File: config.mk
export PLATFORM = sky130hd
export DESIGN_NAME = crate_cmd_decoder
export DESIGN_NICKNAME = d
export VERILOG_FILES = /design/src/rtl/crate_cmd_pkg.sv /design/src/rtl/crate_cmd_decode.sv /design/src/rtl/crate_cmd_ctrl.sv /design/src/rtl/crate_cmd_resp.sv /design/src/rtl/crate_cmd_decoder.sv
export SDC_FILE = /design/constraint.sdc
export NUM_CORES = 1
export LEC_CHECK = 0
export ABC_AREA = 1
export BUFFER_PORTS_ARGS = -buffer_cell sky130_fd_sc_hd__buf_2
export CAP_MARGIN = 20
export CORE_MARGIN = 2
export CORE_UTILIZATION = 45
export DETAILED_ROUTE_END_ITERATION = 10
export PLACE_DENSITY = 0.8
export SYNTH_ARGS = -nofsm -noshare
export SYNTH_HDL_FRONTEND = slang
export SYNTH_SLANG_ARGS = --single-unit
export TNS_END_PERCENT = 30
File: constraint.sdc
create_clock -name clk -period 2.7 [get_ports clk]
set_clock_uncertainty 0.15 [all_clocks]
set_input_delay 0.27 -clock clk [delete_from_list [all_inputs] [get_ports clk]]
set_output_delay 0.27 -clock clk [all_outputs]
set_load 0.01 [all_outputs]
File: src/rtl/crate_cmd_pkg.sv
package crate_cmd_pkg;

  localparam int FUNC_W = 5;

  localparam logic [FUNC_W-1:0] FC_RD_ONE  = 5'd0;
  localparam logic [FUNC_W-1:0] FC_STATUS  = 5'd1;
  localparam logic [FUNC_W-1:0] FC_RD_BLK  = 5'd4;
  localparam logic [FUNC_W-1:0] FC_IDENT   = 5'd6;
  localparam logic [FUNC_W-1:0] FC_CLEAR   = 5'd9;
  localparam logic [FUNC_W-1:0] FC_WR_DATA = 5'd16;
  localparam logic [FUNC_W-1:0] FC_CR_LOW  = 5'd17;
  localparam logic [FUNC_W-1:0] FC_HDR     = 5'd20;
  localparam logic [FUNC_W-1:0] FC_HDR_EXT = 5'd22;
  localparam logic [FUNC_W-1:0] FC_EN_OFF  = 5'd24;
  localparam logic [FUNC_W-1:0] FC_EN_ON   = 5'd26;
  localparam logic [FUNC_W-1:0] FC_RUN_OFF = 5'd28;
  localparam logic [FUNC_W-1:0] FC_RUN_ON  = 5'd30;

  typedef enum logic [3:0] {
    OP_NONE, OP_RD_ONE, OP_STATUS, OP_RD_BLK, OP_IDENT, OP_CLEAR,
    OP_WR_DATA, OP_CR_LOW, OP_HDR, OP_HDR_EXT,
    OP_EN_OFF, OP_EN_ON, OP_RUN_OFF, OP_RUN_ON
  } op_e;

  typedef struct packed {
    logic hdr_pend;
    logic fifo_in_rdy;
    logic tmo;
    logic out_seq;
    logic out_rdy;
  } path_flags_t;

  localparam int FLAG_W = $bits(path_flags_t);

endpackage

File: src/rtl/crate_cmd_decode.sv
module crate_cmd_decode
  import crate_cmd_pkg::*;
#(
  parameter int SUB_W = 4
) (
  input  logic              cmd_valid,
  input  logic [FUNC_W-1:0] func,
  input  logic [SUB_W-1:0]  sub,
  input  path_flags_t       flags,
  input  logic              cr_hb,
  input  logic              exp_hdr,
  output op_e               op,
  output logic              q_ok
);

  logic wr_path_ok;

  always_comb begin
    op = OP_NONE;
    if (cmd_valid && (sub == '0)) begin
      unique case (func)
        FC_RD_ONE:  op = OP_RD_ONE;
        FC_STATUS:  op = OP_STATUS;
        FC_RD_BLK:  op = OP_RD_BLK;
        FC_IDENT:   op = OP_IDENT;
        FC_CLEAR:   op = OP_CLEAR;
        FC_WR_DATA: op = OP_WR_DATA;
        FC_CR_LOW:  op = OP_CR_LOW;
        FC_HDR:     op = OP_HDR;
        FC_HDR_EXT: op = OP_HDR_EXT;
        FC_EN_OFF:  op = OP_EN_OFF;
        FC_EN_ON:   op = OP_EN_ON;
        FC_RUN_OFF: op = OP_RUN_OFF;
        FC_RUN_ON:  op = OP_RUN_ON;
        default:    op = OP_NONE;
      endcase
    end
  end

  assign wr_path_ok = !flags.tmo && !flags.out_rdy && !flags.out_seq &&
                      flags.fifo_in_rdy && !exp_hdr;

  always_comb begin
    unique case (op)
      OP_NONE:    q_ok = 1'b0;
      OP_RD_ONE:  q_ok = flags.out_rdy && !cr_hb && !flags.tmo;
      OP_RD_BLK:  q_ok = flags.out_rdy && cr_hb && !flags.tmo;
      OP_WR_DATA: q_ok = wr_path_ok && !cr_hb;
      OP_HDR_EXT: q_ok = wr_path_ok;
      OP_HDR:     q_ok = !flags.hdr_pend && !flags.tmo && !flags.out_rdy;
      default:    q_ok = 1'b1;
    endcase
  end

endmodule

File: src/rtl/crate_cmd_ctrl.sv
module crate_cmd_ctrl
  import crate_cmd_pkg::*;
#(
  parameter int CR_W = 8,
  parameter int LO_W = 4
) (
  input  logic            clk,
  input  logic            rst_n,
  input  op_e             op,
  input  logic            q_ok,
  input  logic [LO_W-1:0] lo_bits,
  input  logic            hdr_msb,
  output logic [CR_W-1:0] cr,
  output logic            exp_hdr
);

  localparam int EN_BIT  = 5;
  localparam int RUN_BIT = 6;
  localparam int HB_BIT  = 7;

  logic [CR_W-1:0] cr_q, cr_d;
  logic            exp_q, exp_d;

  always_comb begin
    cr_d  = cr_q;
    exp_d = exp_q;
    if (q_ok) begin
      unique case (op)
        OP_CLEAR: begin
          cr_d[HB_BIT] = 1'b0;
          exp_d        = 1'b1;
        end
        OP_HDR: begin
          cr_d[HB_BIT] = hdr_msb;
          exp_d        = 1'b0;
        end
        OP_CR_LOW:  cr_d[LO_W-1:0] = lo_bits;
        OP_EN_OFF:  cr_d[EN_BIT]   = 1'b0;
        OP_EN_ON:   cr_d[EN_BIT]   = 1'b1;
        OP_RUN_OFF: cr_d[RUN_BIT]  = 1'b0;
        OP_RUN_ON:  cr_d[RUN_BIT]  = 1'b1;
        default: ;
      endcase
    end
  end

  always_ff @(posedge clk) begin
    if (!rst_n) begin
      cr_q  <= '0;
      exp_q <= 1'b1;
    end else begin
      cr_q  <= cr_d;
      exp_q <= exp_d;
    end
  end

  assign cr      = cr_q;
  assign exp_hdr = exp_q;

endmodule

File: src/rtl/crate_cmd_resp.sv
module crate_cmd_resp
  import crate_cmd_pkg::*;
#(
  parameter int          DATA_W    = 24,
  parameter int          ES_W      = 8,
  parameter int          CR_W      = 8,
  parameter logic [7:0]  MODULE_ID = 8'h50
) (
  input  logic              clk,
  input  logic              rst_n,
  input  op_e               op,
  input  logic              q_ok,
  input  path_flags_t       flags,
  input  logic              exp_hdr,
  input  logic [CR_W-1:0]   cr,
  input  logic [ES_W-1:0]   ext_status,
  input  logic [DATA_W-1:0] out_data,
  input  logic [DATA_W-1:0] wdata,
  output logic              x,
  output logic              q,
  output logic [DATA_W-1:0] rdata,
  output logic              out_pop,
  output logic              data_wr,
  output logic              hdr_add,
  output logic              hdr_load,
  output logic              fifo_clr,
  output logic [DATA_W-1:0] wr_data
);

  localparam int LOW_W  = 8;
  localparam int STAT_W = LOW_W + ES_W + CR_W;

  logic [STAT_W-1:0] stat_word;
  logic [DATA_W-1:0] rd_d;
  logic              is_rd, is_wr_pulse;

  assign stat_word = {cr, ext_status, {(LOW_W-FLAG_W-1){1'b0}}, exp_hdr, flags};
  assign is_rd = (op == OP_RD_ONE) || (op == OP_RD_BLK);
  assign is_wr_pulse = q_ok && ((op == OP_WR_DATA) || (op == OP_HDR_EXT) || (op == OP_HDR));

  always_comb begin
    rd_d = '0;
    if (q_ok) begin
      unique case (op)
        OP_RD_ONE, OP_RD_BLK: rd_d = out_data;
        OP_STATUS:            rd_d = DATA_W'(stat_word);
        OP_IDENT:             rd_d = DATA_W'(MODULE_ID);
        default:              rd_d = '0;
      endcase
    end
  end

  always_ff @(posedge clk) begin
    if (!rst_n) begin
      x        <= 1'b0;
      q        <= 1'b0;
      rdata    <= '0;
      out_pop  <= 1'b0;
      data_wr  <= 1'b0;
      hdr_add  <= 1'b0;
      hdr_load <= 1'b0;
      fifo_clr <= 1'b0;
      wr_data  <= '0;
    end else begin
      x        <= (op != OP_NONE);
      q        <= q_ok;
      rdata    <= rd_d;
      out_pop  <= q_ok && is_rd;
      data_wr  <= q_ok && (op == OP_WR_DATA);
      hdr_add  <= q_ok && (op == OP_HDR_EXT);
      hdr_load <= q_ok && (op == OP_HDR);
      fifo_clr <= q_ok && (op == OP_HDR);
      wr_data  <= is_wr_pulse ? wdata : '0;
    end
  end

endmodule

File: src/rtl/crate_cmd_decoder.sv
module crate_cmd_decoder
  import crate_cmd_pkg::*;
#(
  parameter int         DATA_W    = 24,
  parameter int         SUB_W     = 4,
  parameter int         ES_W      = 8,
  parameter int         CR_W      = 8,
  parameter logic [7:0] MODULE_ID = 8'h50
) (
  input  logic              clk,
  input  logic              rst_n,
  input  logic              cmd_valid_i,
  input  logic [4:0]        func_i,
  input  logic [SUB_W-1:0]  sub_i,
  input  logic [DATA_W-1:0] wdata_i,
  input  logic              out_rdy_i,
  input  logic              out_seq_i,
  input  logic              tmo_i,
  input  logic              fifo_in_rdy_i,
  input  logic              hdr_pend_i,
  input  logic [DATA_W-1:0] out_data_i,
  input  logic [ES_W-1:0]   ext_status_i,
  output logic              x_o,
  output logic              q_o,
  output logic [DATA_W-1:0] rdata_o,
  output logic [CR_W-1:0]   ctrl_o,
  output logic              out_pop_o,
  output logic              data_wr_o,
  output logic              hdr_add_o,
  output logic              hdr_load_o,
  output logic              fifo_clr_o,
  output logic [DATA_W-1:0] wr_data_o
);

  localparam int LO_W   = 4;
  localparam int HB_BIT = 7;
  localparam int MSB_WR = 23;

  path_flags_t     flags;
  op_e             op;
  logic            q_ok;
  logic            exp_hdr;
  logic [CR_W-1:0] cr;

  assign flags = '{hdr_pend:    hdr_pend_i,
                   fifo_in_rdy: fifo_in_rdy_i,
                   tmo:         tmo_i,
                   out_seq:     out_seq_i,
                   out_rdy:     out_rdy_i};

  crate_cmd_decode #(.SUB_W(SUB_W)) u_decode (
    .cmd_valid (cmd_valid_i),
    .func      (func_i),
    .sub       (sub_i),
    .flags     (flags),
    .cr_hb     (cr[HB_BIT]),
    .exp_hdr   (exp_hdr),
    .op        (op),
    .q_ok      (q_ok)
  );

  crate_cmd_ctrl #(.CR_W(CR_W), .LO_W(LO_W)) u_ctrl (
    .clk     (clk),
    .rst_n   (rst_n),
    .op      (op),
    .q_ok    (q_ok),
    .lo_bits (wdata_i[LO_W-1:0]),
    .hdr_msb (wdata_i[MSB_WR]),
    .cr      (cr),
    .exp_hdr (exp_hdr)
  );

  crate_cmd_resp #(
    .DATA_W(DATA_W), .ES_W(ES_W), .CR_W(CR_W), .MODULE_ID(MODULE_ID)
  ) u_resp (
    .clk        (clk),
    .rst_n      (rst_n),
    .op         (op),
    .q_ok       (q_ok),
    .flags      (flags),
    .exp_hdr    (exp_hdr),
    .cr         (cr),
    .ext_status (ext_status_i),
    .out_data   (out_data_i),
    .wdata      (wdata_i),
    .x          (x_o),
    .q          (q_o),
    .rdata      (rdata_o),
    .out_pop    (out_pop_o),
    .data_wr    (data_wr_o),
    .hdr_add    (hdr_add_o),
    .hdr_load   (hdr_load_o),
    .fifo_clr   (fifo_clr_o),
    .wr_data    (wr_data_o)
  );

  assign ctrl_o = cr;

endmodule

Yosys cells after proc, flatten, opt, wreduce, memory -nomap -nowiden:

Memory sizes are Yosys's and may differ from the RTL's.
Cells that the tools add are included.

* flip-flop bits (word level): 62
* ROM bits: 128
* input bits: 73
* output and inout bits: 63
* word-level logic and storage cells: 73
* memories: 1

Memories
* (name not given): depth 32, width 4, read ports 1, clocked after Yosys merged registers in 0, wr ports 0, RTL line crate_cmd_decode.sv:21 `unique case (func)`

* equality and inequality tests: 13
* multiplexer cells: 7
* reduce and logical (&&, ||, !) cells: 39

Operator list (number)
* $pmux 24 s3: 1
* $eq 4x4->1 const B: 6
* $logic_and 1x1->1: 17
* $eq 4x3->1 const B: 4
* $reduce_and 2->1: 6
* $eq 4x2->1 const B: 2
* $logic_not 4->1: 2
* $pmux 1 s2: 4
* $logic_not 1->1: 6
* $pmux 1 s6: 1
* $reduce_bool 2->1: 3
* $eq 4x1->1 const B: 1
* $mux 4: 1
* $reduce_bool 4->1: 1
* $logic_or 1x1->1: 3
* $reduce_or 2->1: 1

Longest topological paths before layout:

Gate-level depths: netlist of the first run.

* word-level depth: 9
* depth in mapped cells: 18
* mapped depth without buffers: 17

Modules after synthesis:

Synthesis of the first run repeated with hierarchy kept, for this count alone.

* cells, all modules: 305
* area, all modules: 2622.5 um^2

Modules (own cells, without submodules)
* crate_cmd_resp: instances 1, cells an instance 185, area each 1880.6 um^2, sequential area each 1081.0 um^2
* crate_cmd_decode: instances 1, cells an instance 68, area each 372.9 um^2, sequential area each 0.0 um^2
* crate_cmd_ctrl: instances 1, cells an instance 52, area each 369.1 um^2, sequential area each 160.2 um^2

Least setup slack after synthesis of the first run:

Ideal clock, no wire load.

* path type: input -> register
* start: in sub_i[1]
* end: reg u_resp.wr_data[10]
* library setup time: 0.112 ns
* data arrival time: 1.774 ns
* data required time: 2.438 ns
* path slack: 0.664 ns
* stages: 16
* path buffers: 1
* cells stage by stage: or2_4 nor2_8 inv_4 nor2_8 inv_2 nand2_2 nor2_2 nand3_1 nand2_1 inv_2 nand2_4 nand2_4 inv_4 nand2_4 buf_12 nor2_4

* word-level cells in the longest chain between the ends: 8
* elaborated cells on any way between the ends: 14
* those cells by class: eq/ne: 5; mux: 2; reduce/logical: 7

RTL lines
* from (decl): RTL line crate_cmd_decoder.sv:14 `input logic [SUB_W-1:0] sub_i,`
* $logic_not 4->1 (*): RTL line crate_cmd_decode.sv:20 `if (cmd_valid && (sub == '0)) begin`
* $logic_and 1x1->1 (*): RTL line crate_cmd_decode.sv:20
* $mux 4 (*): RTL line crate_cmd_decode.sv:20
* parallel branches: the longest is 3 deep, another holds $pmux 1 s6
* $logic_and 1x1->1 (*): RTL line crate_cmd_resp.sv:39 `assign is_wr_pulse = q_ok && ((op == OP_WR_DATA) || (op == OP_HDR_EXT) || (op == OP_HDR));`
* $reduce_and 2->1 (no source line) (*)
* to (signal assigned): RTL line crate_cmd_resp.sv:73 `wr_data <= is_wr_pulse ? wdata : '0;`
* to (decl): RTL line crate_cmd_resp.sv:27 `output logic [DATA_W-1:0] wr_data`

Every way passes the cells marked *.
A chain may end at the register's enable or synchronous reset.

Worst setup path in the final report of the first run:

* start: in func_i[1]
* end: reg u_resp.wr_data[0]

* word-level cells in the longest chain between the ends: 7
* elaborated cells on any way between the ends: 13
* those cells by class: eq/ne: 5; mux: 2; reduce/logical: 5; memory: 1

RTL lines
* from (decl): RTL line crate_cmd_decoder.sv:13 `input logic [4:0] func_i,`
* $mem_v2 32x4 (*)
* $mux 4 (*): RTL line crate_cmd_decode.sv:20
* parallel branches: the longest is 3 deep, another holds $pmux 1 s6
* $logic_and 1x1->1 (*): RTL line crate_cmd_resp.sv:39
* $reduce_and 2->1 (no source line) (*)

Marks and branches as above.

==> results of run 1 <==
[registers in the layout, indices dropped and copies added, names as in the netlist]
signal	count
u_resp.q	1
u_resp.out_pop	1
u_resp.fifo_clr	1
u_resp.data_wr	1
u_ctrl.cr	7
u_resp.rdata	24
u_ctrl.exp_hdr	1
u_resp.wr_data	24
u_resp.x	1
u_resp.hdr_add	1
[area by class of cell]
class	count	area (um^2)	area share (%)
Tap cell	72	90.1	2.54
Clock buffer	9	124	3.49
Clock inverter	7	72.6	2.05
Timing Repair Buffer	141	728	20.5
Multi-Input combinational cell	183	1080	30.4
Inverter	55	211	5.97
Sequential cell	62	1240	35.0
[metal layers]
metal  up-vias  global-route usage, %  wire [um]
li1       1236                      -          -
met3        10                   6.07        530
met1      1072                   23.5       2680
met2       118                   34.5       3150
met5         -                      0          0
met4         0                   7.29        102
[cell usage after synthesis, types with 4 or more instances]
master,n
a211oi_1,4
a21oi_1,14
a22o_1,9
dfxtp_1,62
inv_1,47
inv_2,6
nand2_1,49
nand3_1,16
nand4_1,4
nor2_1,31
nor2_2,24
nor2_4,11
[kinds of logic after synthesis]
kind of cell           synth area share (%)
other                                 0.143
DFF                                    47.5
and+or+nand+nor                        32.8
buffers and inverters                  11.4
AOI/OAI and AO/OA                      8.19
[worst register-to-register path, cell delays in order, from the launching register on]
cell     delay, ps
dfxtp_1        380
inv_1           80
nand4_1        120
nand2_1         80
inv_1           40
nand3_1         90
nand2_1         70
inv_2           60
nand2_4         60
nand2_4         80
inv_4           40
nand2_4        390
nor2_1          80
[stage by stage]
stage               hold WS [ps]  power, uW
floorplan                    204        990
global placement             319       1050
detailed placement           332       1060
CTS                        0.190       1850
global route                7.57       1910
finish                      4.70       1840
[worst paths after layout]
path	start	slack [ps]	depth (start not counted)	endpoint
hold / removal	wdata_i[15]	5	3	u_resp.wr_data[15]
setup / recovery	func_i[1]	620	15	u_resp.wr_data[0]
setup reg to reg	u_ctrl.cr[7]	850	12	u_resp.wr_data[0]
hold reg to reg	u_ctrl.cr[6]	340	2	u_resp.rdata[22]
[power by group through the flow]
stage | Combinational, uW | Clock, uW | Sequential [uW]
after floorplan | 54.2 | 0 | 936
after global placement | 118 | 0 | 936
after detailed placement | 121 | 0 | 936
after CTS | 123 | 815 | 914
after global routing | 137 | 857 | 914
final | 123 | 798 | 915
[cells in the final DEF, fill, tap and decap left out, drive strengths merged, types with 2 or more instances in the layout]
cell	synthesis	layout
clkinvlp	0	2
nor2	68	68
nand4	4	4
a22o	9	9
dlygate4sd3	0	2
nor3	4	4
clkbuf	3	9
a211oi	4	4
clkinv	0	3
o21ai	2	2
a21oi	14	14
dfxtp	62	62
inv	55	56
nand2	54	54
buf	8	139
nand3	19	19
==> flow_metrics.py, run 1 <==
metrics = {
    "placement": {
        "placed_area_um2": 3330,
        "pre_cts_ws_ps": 291,
        "gp_congestion": 0.894,
        "numPortBuffers": 134,
        "dp.cells": 511,
        "dp_hpwl_mm": 4.89,
    },
    "cts": {
        "cts.clk_slew.worst_paths_ps": 80,
        "cts-buffers-inserted": 9,
        "clkSinkCount": 62,
        "postCtsSetupRepairBufs": 0,
        "clkLatencyLatePin_ps": 330,
        "ctsRootBufferMaster": "clkbuf_8",
        "post_cts_resized": 0,
        "htreeDepth": 3,
        "clockBufferDepth": 2,
        "cts_hold_buf": 1,
        "cts_tree": "built",
    },
    "global_routing": {
        "antenna_found_initial": 0,
        "grt_pass1_wl_mm": 9.76,
        "grt_max_degree": 25,
        "gr-total-overflow": 0,
        "gr-usage-all-layers_pct": 20.1,
        "grt_pass1_vias": 2194,
    },
    "drt": {
        "drt-wirelength-per-cell_um": 12.2,
        "dr.pass1.iters": 4,
        "drtIter0Drc": 66,
        "drc": 0,
        "viasPerCell": 4.60,
        "routed_wl_mm": 6.47,
        "via_count": 2436,
        "antenna_left": 0,
    },
    "setup_path": {
        "start_kind": "input pin",
        "crit_family": "simple AND/OR/NAND/NOR gates",
        "critPathCaptureType": "register",
        "slowest_delay_ps": 390,
        "critical_path_peak_fanout": 24,
        "slowest_stage": "nand2_4",
        "path_buf_inv": 3,
        "critPathArrivalTime_ps": 2130,
        "cp.required_ps": 2750,
        "crit_type": "in -> reg",
        "path_cells": "buf_2 -> nor2_2 -> nand2_1 -> nand3_1 -> nand3_4 -> nor2_2 -> nand2_1 -> nand3_1 -> nand2_1 -> inv_2 -> nand2_4 -> nand2_4 -> inv_4 -> nand2_4 -> nor2_1",
    },
    "synth": {
        "ys_async_sr_fraction_pct": 0,
        "synth_warnings": 0,
        "avgSynthCellArea_um2": 8.40,
        "synth_enable_flop_cells": 0,
        "synth_top_area_share_pct": 47.5,
        "yosys-top-cells-area": "dfxtp_1, nand2_1, inv_1",
        "syn_nets": 384,
        "synthFlopType": "dfxtp_1",
        "synth.distinct_cells": 30,
        "synth-seq-cells": 62,
        "syn_area_um2": 2610,
        "synthCells": 311,
        "yosys.area.top_type": "dfxtp_1",
        "yosysSeqAreaShare_pct": 47.5,
    },
    "die": {
        "rows": 27,
        "core_um2": 5570,
        "ioPinCount": 136,
        "die_area_um2": 6430,
        "start_util_pct": 46.9,
        "die_w_um": 80.2,
        "die_y_um": 80.2,
    },
    "power_and_ir_drop": {
        "p_switching_uw": 438,
        "clockPowerShare_pct": 43.5,
        "peakVddDrop_mv": 0.311,
        "intPower_uw": 1400,
        "power_switching_share_pct": 23.9,
        "seq_power_share_pct": 49.8,
        "pwr-share-comb_pct": 6.7,
        "leakage_uw": 0.00184,
        "p_per_area_nw_per_um2": 518,
    },
    "sta": {
        "fmax_mhz": 482,
        "finalWorstSetupSlack_ps": 624,
        "slew_headroom_pct": 65.5,
        "setup-tns-final_ps": 0,
        "rsz0062_at_grt": "false",
        "fin_crit_sh_pct": 76.9,
        "hold_viol_final": 0,
        "slew_viol_final": 0,
        "setup_viol": 0,
        "tightest_slew_ps": 515,
        "fin_crit_ps": 2080,
    },
    "job": {
        "cap_violations": 0,
    },
    "final_layout": {
        "fin_cells": 529,
        "layout.nets": 525,
        "drive_above_1_share_pct": 46.4,
        "fin_util_pct": 63.6,
        "final_cell_area_um2": 3540,
        "syn_to_final_growth_pct": 35.6,
        "fillCellCount": 502,
        "diodes": 0,
    },
    "outcome": {
        "status": "completed",
    },
    "worst_hold_path": {
        "hold_path.class": "in -> reg",
    },
}
(Power assumes the default switching activity.)
==> inputs of run 2 (changes only) <==
--- a/config.mk
+++ b/config.mk
@@ -9,9 +9,9 @@
 export BUFFER_PORTS_ARGS = -buffer_cell sky130_fd_sc_hd__buf_2
 export CAP_MARGIN = 20
 export CORE_MARGIN = 2
-export CORE_UTILIZATION = 45
+export CORE_UTILIZATION = 41
 export DETAILED_ROUTE_END_ITERATION = 10
-export PLACE_DENSITY = 0.8
+export PLACE_DENSITY = 0.77
 export SYNTH_ARGS = -nofsm -noshare
 export SYNTH_HDL_FRONTEND = slang
 export SYNTH_SLANG_ARGS = --single-unit
==> constraint.sdc (replaced) <==
create_clock -name clk -period 1.8 [get_ports clk]
set_clock_uncertainty 0.15 [all_clocks]
set_input_delay 0.18 -clock clk [delete_from_list [all_inputs] [get_ports clk]]
set_output_delay 0.18 -clock clk [all_outputs]
set_load 0.01 [all_outputs]
==> flow_metrics.py, run 2 (same netlist as run 1, synthesis figures left out) <==
metrics = {
    "drt": {
        "viasPerCell": 4.58,
        "routed_wl_mm": 8.05,
        "antenna_left": 0,
        "dr.pass1.iters": 6,
        "drt-wirelength-per-cell_um": 13.2,
        "drc": 0,
        "via_count": 2797,
        "drtIter0Drc": 92,
    },
    "sta": {
        "finalWorstSetupSlack_ps": 70.0,
        "fin_crit_ps": 1730,
        "hold_viol_final": 0,
        "rsz0062_at_grt": "true",
        "setup_viol": 0,
        "fmax_mhz": 578,
        "slew_viol_final": 0,
        "fin_crit_sh_pct": 96.1,
    },
    "die": {
        "die_y_um": 83.8,
        "start_util_pct": 41.9,
        "ioPinCount": 136,
        "rows": 29,
        "die_area_um2": 7030,
        "die_w_um": 83.8,
        "core_um2": 6240,
    },
    "cts": {
        "cts.clk_slew.worst_paths_ps": 80,
        "clkSinkCount": 62,
        "clkLatencyLatePin_ps": 330,
        "clockBufferDepth": 2,
        "ctsRootBufferMaster": "clkbuf_8",
        "cts-buffers-inserted": 9,
        "cts_tree": "built",
        "htreeDepth": 3,
    },
    "global_routing": {
        "grt_most_used_layer": "met2",
        "antenna_found_initial": 0,
        "grt_pass1_wl_mm": 12.7,
        "use_met2_pct": 40.7,
        "gr-usage-all-layers_pct": 22.5,
        "grt_use_met3_pct": 4.25,
        "grtUsageMet1_pct": 25.7,
        "gr-total-overflow": 0,
        "grt_max_degree": 14,
        "grt_pass1_vias": 2814,
    },
    "final_layout": {
        "mostFrequentLayoutCell": "buf_2",
        "layout.nets": 602,
        "fillCellCount": 446,
        "syn_to_final_growth_pct": 71.1,
        "drive_above_1_share_pct": 49.1,
        "final_cell_mix": "buf_2, dfxtp_1, inv_1, dlygate4sd3_1, nand2_1",
        "fin_util_pct": 71.7,
        "diodes": 0,
        "final_cell_area_um2": 4470,
    },
    "setup_path": {
        "crit_family": "simple AND/OR/NAND/NOR gates",
        "cp.required_ps": 1930,
        "critPathArrivalTime_ps": 1860,
        "critical_path_peak_fanout": 6,
        "path_cells": "buf_6 -> or2_4 -> nor2_8 -> inv_4 -> nor2_8 -> inv_4 -> nand2_4 -> inv_2 -> nand2_1 -> nand3_1 -> nand2_1 -> inv_2 -> nand2_4 -> nand2_4 -> inv_6 -> nand2_8 -> buf_12 -> nor2_4",
        "r2r_slack_ps": 170,
        "path_buf_inv": 7,
        "crit_top_cell": "nand2_4",
        "slowest_stage": "or2_4",
        "worstReg2RegEnd": "u_resp.wr_data[11]",
        "r2r_start": "u_ctrl.cr[7]",
        "slowest_delay_ps": 260,
        "critPathCaptureType": "register",
        "reg2regPathDepth": 13,
        "crit_type": "in -> reg",
        "start_kind": "input pin",
    },
    "placement": {
        "numPortBuffers": 134,
        "placed_area_um2": 3620,
        "pre_cts_ws_ps": -309,
        "gp_congestion": 0.863,
        "dp_hpwl_mm": 5.22,
    },
    "power_and_ir_drop": {
        "p_total_uw": 3060,
        "intPower_uw": 2330,
        "peakVddDrop_mv": 0.561,
        "leakage_uw": 0.00224,
        "p_switching_uw": 731,
        "power_switching_share_pct": 23.9,
        "p_per_area_nw_per_um2": 684,
        "pwr-share-comb_pct": 9.3,
        "seq_power_share_pct": 44.8,
        "clockPowerShare_pct": 45.9,
    },
    "worst_hold_path": {
        "hold_path.class": "in -> reg",
        "worstHoldPathCells": 4,
        "holdPathEnd": "u_resp.rdata[9]",
        "worstHoldStart": "ext_status_i[1]",
    },
    "outcome": {
        "status": "completed",
    },
    "job": {
        "cap_violations": 0,
    },
}
## run 2: changes by cell type in the layout (fill, tap and decap cells not counted), moves of 5 or more
cell and change:
buf_4 +29, dlygate4sd3_1 +43, nor2_1 -5, nand2_1 -5
nor2_2 -5, nor2_4 +10
## run 2: metrics by stage
stage	hold WS, ps	instances	setup TNS, ps
6_report	31.1	611	0
5_1_grt	48.3	611	-358
4_1_cts	21.3	606	0
3_5_place_dp	257	545	-12820
3_3_place_gp	255	545	-10300
2_1_floorplan	114	311	-2640
## run 2: per-layer routing
metal	part of all wire, %	routed length (um)	up-vias
li1	-	-	1397
met1	39	3140	1270
met2	53	4260	111
met3	5.2	415	19
met4	2.9	237	0
met5	0	0	-
## run 2: worst max-delay path by stage
stage                         start            endpoint  slack, ps  cells after the start
after floorplan            sub_i[1]  u_resp.wr_data[10]       -100                     16
after global routing       sub_i[1]  u_resp.wr_data[11]        -30                     16
after global placement    func_i[1]   u_resp.wr_data[0]       -270                     16
after detailed placement  func_i[1]   u_resp.wr_data[0]       -310                     16
final                      sub_i[1]  u_resp.wr_data[11]         70                     18
after CTS                 func_i[1]   u_resp.wr_data[0]         30                     15
## run 2: cell type report
class                   count  area [um^2]  area share (%)
repair buffers            218         1500            33.5
flip-flops and latches     62         1240            27.7
multi-input cells         183         1190            26.6
inverters                  55          216            4.84
clock buffers               9          124            2.77
clock inverters             7          105            2.35
well taps                  77         96.3            2.15
## run 2: timing repair
action	4_1_cts	5_1_grt
setup buffers	0	4
hold buffers	45	0
hold endpoints to repair	45	0
resized for setup	0	27
endpoints found under the setup margin	0	49
## run 2: power groups by stage
stage | registers, uW | logic [uW] | clock network, uW
3_3_place_gp | 1400 | 190 | 0
5_1_grt | 1370 | 310 | 1510
4_1_cts | 1370 | 270 | 1430
3_5_place_dp | 1400 | 194 | 0
6_report | 1370 | 285 | 1400
2_1_floorplan | 1400 | 82.5 | 0
## run 2: tightest hold or removal path, stage by stage
cell,delay (ps)
buf_2,70
a22o_1,100
inv_1,40
nor2_2,80
